`src/rtl/evt_irq_pkg.sv`:
```
package evt_irq_pkg;

   localparam int DATA_W  = 32;
   localparam int MAX_SRC = 32;
   localparam int ADDR_W  = 2;
   localparam int KEY_W   = 4;
   localparam logic [KEY_W-1:0] SWRST_KEY = 4'hA;

   typedef enum logic [ADDR_W-1:0] {
      REG_STAT  = 2'd0,
      REG_EN    = 2'd1,
      REG_GIE   = 2'd2,
      REG_SWRST = 2'd3
   } reg_sel_e;

   // Mask with the low n bits set; valid for n in 0..32
   function automatic logic [DATA_W-1:0] impl_mask(input int n);
      logic [63:0] wide;
      wide = (64'd1 << n) - 64'd1;
      return wide[DATA_W-1:0];
   endfunction

endpackage

```
`src/rtl/evt_irq_decode.sv`:
```
module evt_irq_decode
   import evt_irq_pkg::*;
(
   input  logic                wr_en,
   input  logic [ADDR_W-1:0]   wr_addr,
   input  logic [KEY_W-1:0]    key_nib,
   output logic                stat_wr,
   output logic                en_wr,
   output logic                gie_wr,
   output logic                swrst_hit
);

   always_comb begin
      stat_wr   = 1'b0;
      en_wr     = 1'b0;
      gie_wr    = 1'b0;
      swrst_hit = 1'b0;
      if (wr_en) begin
         unique case (reg_sel_e'(wr_addr))
            REG_STAT:  stat_wr   = 1'b1;
            REG_EN:    en_wr     = 1'b1;
            REG_GIE:   gie_wr    = 1'b1;
            REG_SWRST: swrst_hit = (key_nib == SWRST_KEY);
            default:   ;
         endcase
      end
   end

endmodule

```
`src/rtl/evt_irq_status.sv`:
```
module evt_irq_status
   import evt_irq_pkg::*;
#(
   parameter int                NUM_SRC  = 8,
   parameter logic [DATA_W-1:0] STAT_RST = '0
) (
   input  logic              clk,
   input  logic              rst_n,
   input  logic              swrst,
   input  logic [DATA_W-1:0] ev_in,
   input  logic              tog_en,
   input  logic [DATA_W-1:0] tog_data,
   output logic [DATA_W-1:0] stat_q
);

   localparam logic [DATA_W-1:0] MASK  = impl_mask(NUM_SRC);
   localparam logic [DATA_W-1:0] RST_M = STAT_RST & MASK;

   generate
      if (NUM_SRC == 0) begin : g_none
         assign stat_q = '0;
      end else begin : g_regs
         logic [DATA_W-1:0] ev_m;
         logic [DATA_W-1:0] tog_m;
         logic [DATA_W-1:0] nxt;

         always_comb begin
            ev_m  = ev_in & MASK;
            tog_m = tog_en ? (tog_data & MASK) : '0;
            // hardware set dominates the software toggle
            nxt   = ev_m | (stat_q ^ tog_m);
         end

         always_ff @(posedge clk or negedge rst_n) begin
            if (!rst_n)     stat_q <= RST_M;
            else if (swrst) stat_q <= RST_M;
            else            stat_q <= nxt;
         end
      end
   endgenerate

endmodule

```
`src/rtl/evt_irq_enable.sv`:
```
module evt_irq_enable
   import evt_irq_pkg::*;
#(
   parameter int NUM_SRC = 8
) (
   input  logic              clk,
   input  logic              rst_n,
   input  logic              swrst,
   input  logic              en_wr,
   input  logic              gie_wr,
   input  logic [DATA_W-1:0] wdata,
   output logic [DATA_W-1:0] en_q,
   output logic              gie_q
);

   localparam logic [DATA_W-1:0] MASK = impl_mask(NUM_SRC);

   generate
      if (NUM_SRC == 0) begin : g_none
         assign en_q = '0;
      end else begin : g_regs
         always_ff @(posedge clk or negedge rst_n) begin
            if (!rst_n)     en_q <= '0;
            else if (swrst) en_q <= '0;
            else if (en_wr) en_q <= wdata & MASK;
         end
      end
   endgenerate

   always_ff @(posedge clk or negedge rst_n) begin
      if (!rst_n)      gie_q <= 1'b0;
      else if (swrst)  gie_q <= 1'b0;
      else if (gie_wr) gie_q <= wdata[0];
   end

endmodule

```
`src/rtl/evt_irq_out.sv`:
```
module evt_irq_out
   import evt_irq_pkg::*;
(
   input  logic              clk,
   input  logic              rst_n,
   input  logic              swrst,
   input  logic              gie_q,
   input  logic [DATA_W-1:0] stat_q,
   input  logic [DATA_W-1:0] en_q,
   output logic              irq_o
);

   logic any_pend;
   assign any_pend = |(stat_q & en_q);

   always_ff @(posedge clk or negedge rst_n) begin
      if (!rst_n)     irq_o <= 1'b0;
      else if (swrst) irq_o <= 1'b0;
      else            irq_o <= gie_q & any_pend;
   end

endmodule

```
`src/rtl/evt_irq_regs.sv`:
```
module evt_irq_regs
   import evt_irq_pkg::*;
#(
   parameter int                NUM_SRC  = 8,
   parameter logic [DATA_W-1:0] STAT_RST = 32'h0000_0004
) (
   input  logic              clk,
   input  logic              rst_n,
   input  logic [31:0]       ev_in,
   input  logic              wr_en,
   input  logic [1:0]        wr_addr,
   input  logic [31:0]       wr_data,
   input  logic [1:0]        rd_addr,
   output logic [31:0]       rd_data,
   output logic              irq_o
);

   generate
      if (NUM_SRC < 0 || NUM_SRC > MAX_SRC) begin : g_bad_width
         $error("evt_irq_regs: NUM_SRC must lie in 0..32");
      end
   endgenerate

   logic              stat_wr;
   logic              en_wr;
   logic              gie_wr;
   logic              swrst_hit;
   logic [DATA_W-1:0] stat_q;
   logic [DATA_W-1:0] en_q;
   logic              gie_q;

   evt_irq_decode u_dec (
      .wr_en     (wr_en),
      .wr_addr   (wr_addr),
      .key_nib   (wr_data[KEY_W-1:0]),
      .stat_wr   (stat_wr),
      .en_wr     (en_wr),
      .gie_wr    (gie_wr),
      .swrst_hit (swrst_hit)
   );

   evt_irq_status #(.NUM_SRC(NUM_SRC), .STAT_RST(STAT_RST)) u_stat (
      .clk      (clk),
      .rst_n    (rst_n),
      .swrst    (swrst_hit),
      .ev_in    (ev_in),
      .tog_en   (stat_wr),
      .tog_data (wr_data),
      .stat_q   (stat_q)
   );

   evt_irq_enable #(.NUM_SRC(NUM_SRC)) u_en (
      .clk    (clk),
      .rst_n  (rst_n),
      .swrst  (swrst_hit),
      .en_wr  (en_wr),
      .gie_wr (gie_wr),
      .wdata  (wr_data),
      .en_q   (en_q),
      .gie_q  (gie_q)
   );

   evt_irq_out u_out (
      .clk    (clk),
      .rst_n  (rst_n),
      .swrst  (swrst_hit),
      .gie_q  (gie_q),
      .stat_q (stat_q),
      .en_q   (en_q),
      .irq_o  (irq_o)
   );

   always_comb begin
      unique case (reg_sel_e'(rd_addr))
         REG_STAT: rd_data = stat_q;
         REG_EN:   rd_data = en_q;
         REG_GIE:  rd_data = {{(DATA_W-1){1'b0}}, gie_q};
         default:  rd_data = '0;
      endcase
   end

endmodule

```
`config.mk`:
```
export PLATFORM = sky130hd
export DESIGN_NAME = evt_irq_regs
export DESIGN_NICKNAME = d
export VERILOG_FILES = /design/src/rtl/evt_irq_pkg.sv /design/src/rtl/evt_irq_decode.sv /design/src/rtl/evt_irq_status.sv /design/src/rtl/evt_irq_enable.sv /design/src/rtl/evt_irq_out.sv /design/src/rtl/evt_irq_regs.sv
export SDC_FILE = /design/constraint.sdc
export NUM_CORES = 1
export LEC_CHECK = 0
export CORE_UTILIZATION = 35
export DETAILED_ROUTE_END_ITERATION = 16
export PLACE_DENSITY = 0.87
export REMOVE_ABC_BUFFERS = 1
export SLEW_MARGIN = 20
export SYNTH_ARGS = -nofsm -noshare
export SYNTH_HDL_FRONTEND = slang
export SYNTH_SLANG_ARGS = --single-unit
```
`constraint.sdc`:
```
create_clock -name clk -period 2.2 [get_ports clk]
set_clock_uncertainty 0.15 [all_clocks]
set_input_delay 0.44 -clock clk [delete_from_list [all_inputs] [get_ports clk]]
set_output_delay 0.44 -clock clk [all_outputs]
set_load 0.02 [all_outputs]
```
==> Word level (Yosys, flattened, before mapping) <==
Cells that the tools add are included.
{ "word_totals": {"reg_bits": 66, "latch_bits": 0, "ramBits": 0, "mem_bits_ro": 0, "output_inout_bits": 33, "wordCells": 35, "mem_count": 0} }
{ "classes": {"addsub": 0, "multipliers": 0, "n_div": 0, "order_cmp": 0, "n_eq_ne": 6, "shifts": 0, "n_mux": 16, "bitwise": 4, "reduce_logical": 5} }
{ "op_table": {"columns": ["operator", "n"], "rows": [
  ["two-way mux 32 bit", 3],
  ["one-hot mux 32 bit (3 select lines)", 1],
  ["AND 32 bit", 1],
  ["bitwise OR 8 x 32 -> 32 bit", 1],
  ["OR reduction 32 bit", 1],
  ["XOR 32 bit", 1],
  ["two-way mux 1 bit", 11],
  ["two-way mux 8 bit", 1],
  ["== test 2 bit (second input constant)", 3],
  ["== test 2 x 1 -> 1 bit (second input constant)", 2],
  ["== test 4 bit (second input constant)", 1],
  ["logical NOT 2 bit", 2],
  ["nonzero test 2 bit", 2],
  ["AND 1 bit", 1]
]} }

==> Longest topological paths before layout <==
{ "depth": {"word_depth": 7, "depth_mapped": 5} }

==> By module <==
Synthesis repeated with hierarchy kept, for this count alone.
{ "unflattened": {"cells_unflattened": 216, "hier_area_um2": 1979.4} }
{ "modules_own_cells": {"columns": ["module", "n_inst", "cells_per_inst", "area_per_inst_um2"], "rows": [
  ["evt_irq_status", 1, 60, 651.9],
  ["evt_irq_enable", 1, 54, 549.3],
  ["evt_irq_regs", 1, 73, 543.0],
  ["evt_irq_out", 1, 23, 188.9],
  ["evt_irq_decode", 1, 6, 46.3]
]} }

==> Worst setup path after synthesis <==
OpenSTA, ideal clock, no wires.
{ "synth_path": {"kind": "input port to output port", "startpoint": "input port rd_addr[0]", "endpoint": "output port rd_data[0]", "arrival_time_ns": 1.120, "path_slack_ns": 0.490, "cell_stages": 3, "path_buffers": 1, "path_cell_list": "buf_2 > mux2i_1 > o22ai_1"} }
{ "synth_via": {"elab_chain_len": 2, "word_cells_on_any_way": 4} }
{ "synth_lines": {"columns": ["element", "line", "rtl"], "rows": [
  ["start, declared", "evt_irq_regs.sv:13", "input logic [1:0] rd_addr,"],
  ["== test 2 bit, or another cell as far along", "evt_irq_regs.sv:74", "unique case (reg_sel_e'(rd_addr))"],
  ["one-hot mux 32 bit (3 select lines) *", "evt_irq_regs.sv:74", null],
  ["end, declared", "evt_irq_regs.sv:14", "output logic [31:0] rd_data,"]
]} }
Mark *: on every way between the ends. The rest lies on a longest branch, timed or not.

==> Final worst setup path <==
{ "layout_path": {"startpoint": "input port rd_addr[1]", "endpoint": "output port rd_data[4]"} }
Same word-level chain as after synthesis.

==> metrics <==
status=complete, no violations; Final setup viols=0; GRT Residual Overflow=0; later-pin clock latency in the skew report=0.29 ns; Peak Freq=0.467 GHz; H-tree depth=1; Setup TNS=0 ns; first-pass GRT wire length=4300 µm; CP peak stage delay=0.50 ns; PD cells=530 nW/µm²; Worst Hold Class=in -> async; most common cell after layout, fill and taps aside=conb_1; WP data arrival=1.55 ns; Worst EP required=1.61 ns; Clock power frac=20.3%; most frequent cells in the layout=24 x conb_1, 22 x clkdlybuf4s50_1, 17 x nand2_1, 17 x dfrtp_1, 13 x a21oi_1; crit share post-route=97.4%; synth-to-layout area growth=25.9%; fin crit period=2.14 ns; layout cells sized above 1=16.8%; power share of the sequential group=48.0%; CP max-delay cell=clkdlybuf4s50_1; Finished Cell Area=1560 µm²; Area contributors post-synth=dfrtp_1 34%, buf_4 15%, and4bb_2 8.1%; area of the multi-input gates=624 µm²; via count of the routed design=986; max_cap viols=0; I/O Pins=104; initial core utilization=36.9%; Final ANT Viol Nets=0; Rows=21; largest area contributor in the netlist=dfrtp_1; r2r setup slk=0.89 ns; Post-CTS Setup Inserts=0; vias in the first global route=960; final core utilization=46.5%; largest family of logic cells by synthesized area=buffers and inverters; Post-Syn Area=1240 µm²; drt total wl=2650 µm; Leak=0.720 nW; clock root buffer=clkbuf_4; antenna violations before repair=0; register bit total from synthesis=18; drt drc=0; Final Non-Filler Cells=219; GPL Wtd Cong=0.899; clk slew on worst S/H paths=0.10 ns; placed cell areas=1560 µm²; CP Capture Type=output port; cell breakdown of the critical path=clkdlybuf4s50_1, buf_4, nor2_1, clkdlybuf4s15_1; P_sw=271 µW; FILL cells=360; Ys Warns=0; post-synthesis mux area share=6.45%; Post-Synth XOR/XNOR Area=5.64%; Reg area=452 µm²; Compound-Gate Fraction of Synth Area=11.1%; Cells after Synth=135; placed cell count=215; CTS Sinks=18; Synth Area in Adders=0%; DP HPWL=2120 µm; Internal=559 µW; CTS Buffer Depth=2; Hold Fails Final Rpt=0; first-pass iteration count of the detailed router=4; core footprint=3360 µm²; number of port buffers=31; Worst IR Drop VDD=0.214 mV; Die Footprint=3790 µm²; CP Launch Type=primary input; RSZ-0062 raised after global routing=false; Nets=245; Crit Path Category=in -> out; Switching Share=32.7%; TritonCTS Buffers=3; Die H=61.6 µm; post-synthesis cell type count=28; Synth Area per Inst=9.20 µm²; CP max FO=5; fin. max-slew vios=0; DR vias/cell=4.50; sequential fraction of the synthesis area=36.4%; TritonCTS clock tree=yes; Synth Area in Simple Gates=19.8%; Die W=61.6 µm; Avg WL per Cell=12.1 µm; ANT cells=0; largest net degree at the start of global routing=19; DRT iter0 DRCs=28; share of Yosys cell area claimed by the top area cell type=34.2%; Comb power frac=31.7%; total track usage=15.9%
[final cells by class]
cell class / instances / area share (%)
sequential: 18 / 28.9
inverter: 9 / 2.16
clock buffer: 4 / 1.68
timing repair buffer: 42 / 23.7
tap: 46 / 3.68
multi-input combinational: 100 / 39.9
[flip-flops by register name, summed over array words and instances (netlist names)]
name	count
u_en.en_q	8
u_stat.stat_q	8
u_en.gie_q	1
u_out.irq_o	1
[what timing repair did]
action	CTS	global route
setup endpoints to repair	8	7
hold buffers	0	0
resized for setup	9	11
gates cloned	0	0
pin swaps	0	0
[final timing paths]
kind                                    end  cells past startpoint    startpoint
min in group clk                u_out.irq_o                      2    u_en.gie_q
max in group asynchronous  u_stat.stat_q[2]                      2         rst_n
setup reg to reg                u_out.irq_o                      3  u_en.en_q[2]
hold / removal             u_stat.stat_q[3]                      2         rst_n
hold reg to reg                 u_out.irq_o                      2    u_en.gie_q
setup / recovery                 rd_data[4]                      4    rd_addr[1]
[cells in the mapped netlist]
| master | n |
|---|---|
| a21oi_1 | 13 |
| a221oi_1 | 1 |
| a22o_1 | 1 |
| a22oi_1 | 2 |
| a311oi_1 | 1 |
| and3b_1 | 1 |
| and4bb_2 | 8 |
| buf_1 | 1 |
| buf_2 | 4 |
| buf_4 | 24 |
| buf_6 | 1 |
| clkbuf_1 | 1 |
| conb_1 | 1 |
| dfrtp_1 | 17 |
| dfstp_2 | 1 |
| inv_1 | 9 |
| mux2i_1 | 8 |
| nand2_1 | 17 |
| nand3b_2 | 1 |
| nand4_1 | 1 |
| nor2_1 | 7 |
| nor4b_4 | 1 |
| o21ai_0 | 2 |
| o22ai_1 | 2 |
| o32ai_1 | 1 |
| or3_1 | 1 |
| xnor2_1 | 7 |
| xor2_1 | 1 |
[cell families after synthesis]
group	count (synthesis)
buffers and inverters	40
and+or+nand+nor	37
AOI/OAI and AO/OA	23
DFF	18
xor gates and xnor gates	8
muxes	8
other	1
[through the flow]
step / hold WS (ns) / setup slack [ns] / power (mW)
6_report: 0.327 / 0.0568 / 0.830
5_1_grt: 0.333 / 0.00413 / 0.888
4_1_cts: 0.324 / 0.0110 / 0.840
3_5_place_dp: 0.363 / -0.375 / 0.681
3_3_place_gp: 0.359 / -0.378 / 0.671
2_1_floorplan: -0.00559 / 0.572 / 0.546
[layer usage]
metal / GRT usage (%) / share of wire, %
met5: 0 / 0
met4: 6.67 / 0.75
met3: 2.73 / 4.5
met2: 27.3 / 53
met1: 19.6 / 42
[worst max-delay path, delay by kind of cell]
kind,cells,cell delay (ns)
AND/OR/NAND/NOR,1,0.11
buffers and inverters,3,1.00
[power by group through the flow]
stage,Clock [mW],Sequential (mW),Combinational [mW]
final,0.168,0.398,0.263
after global routing,0.193,0.403,0.292
after detailed placement,0,0.405,0.276
after floorplan,0,0.401,0.145
after global placement,0,0.401,0.270
after CTS,0.177,0.398,0.265
No activity file was read; power rests on OpenSTA's default activity.
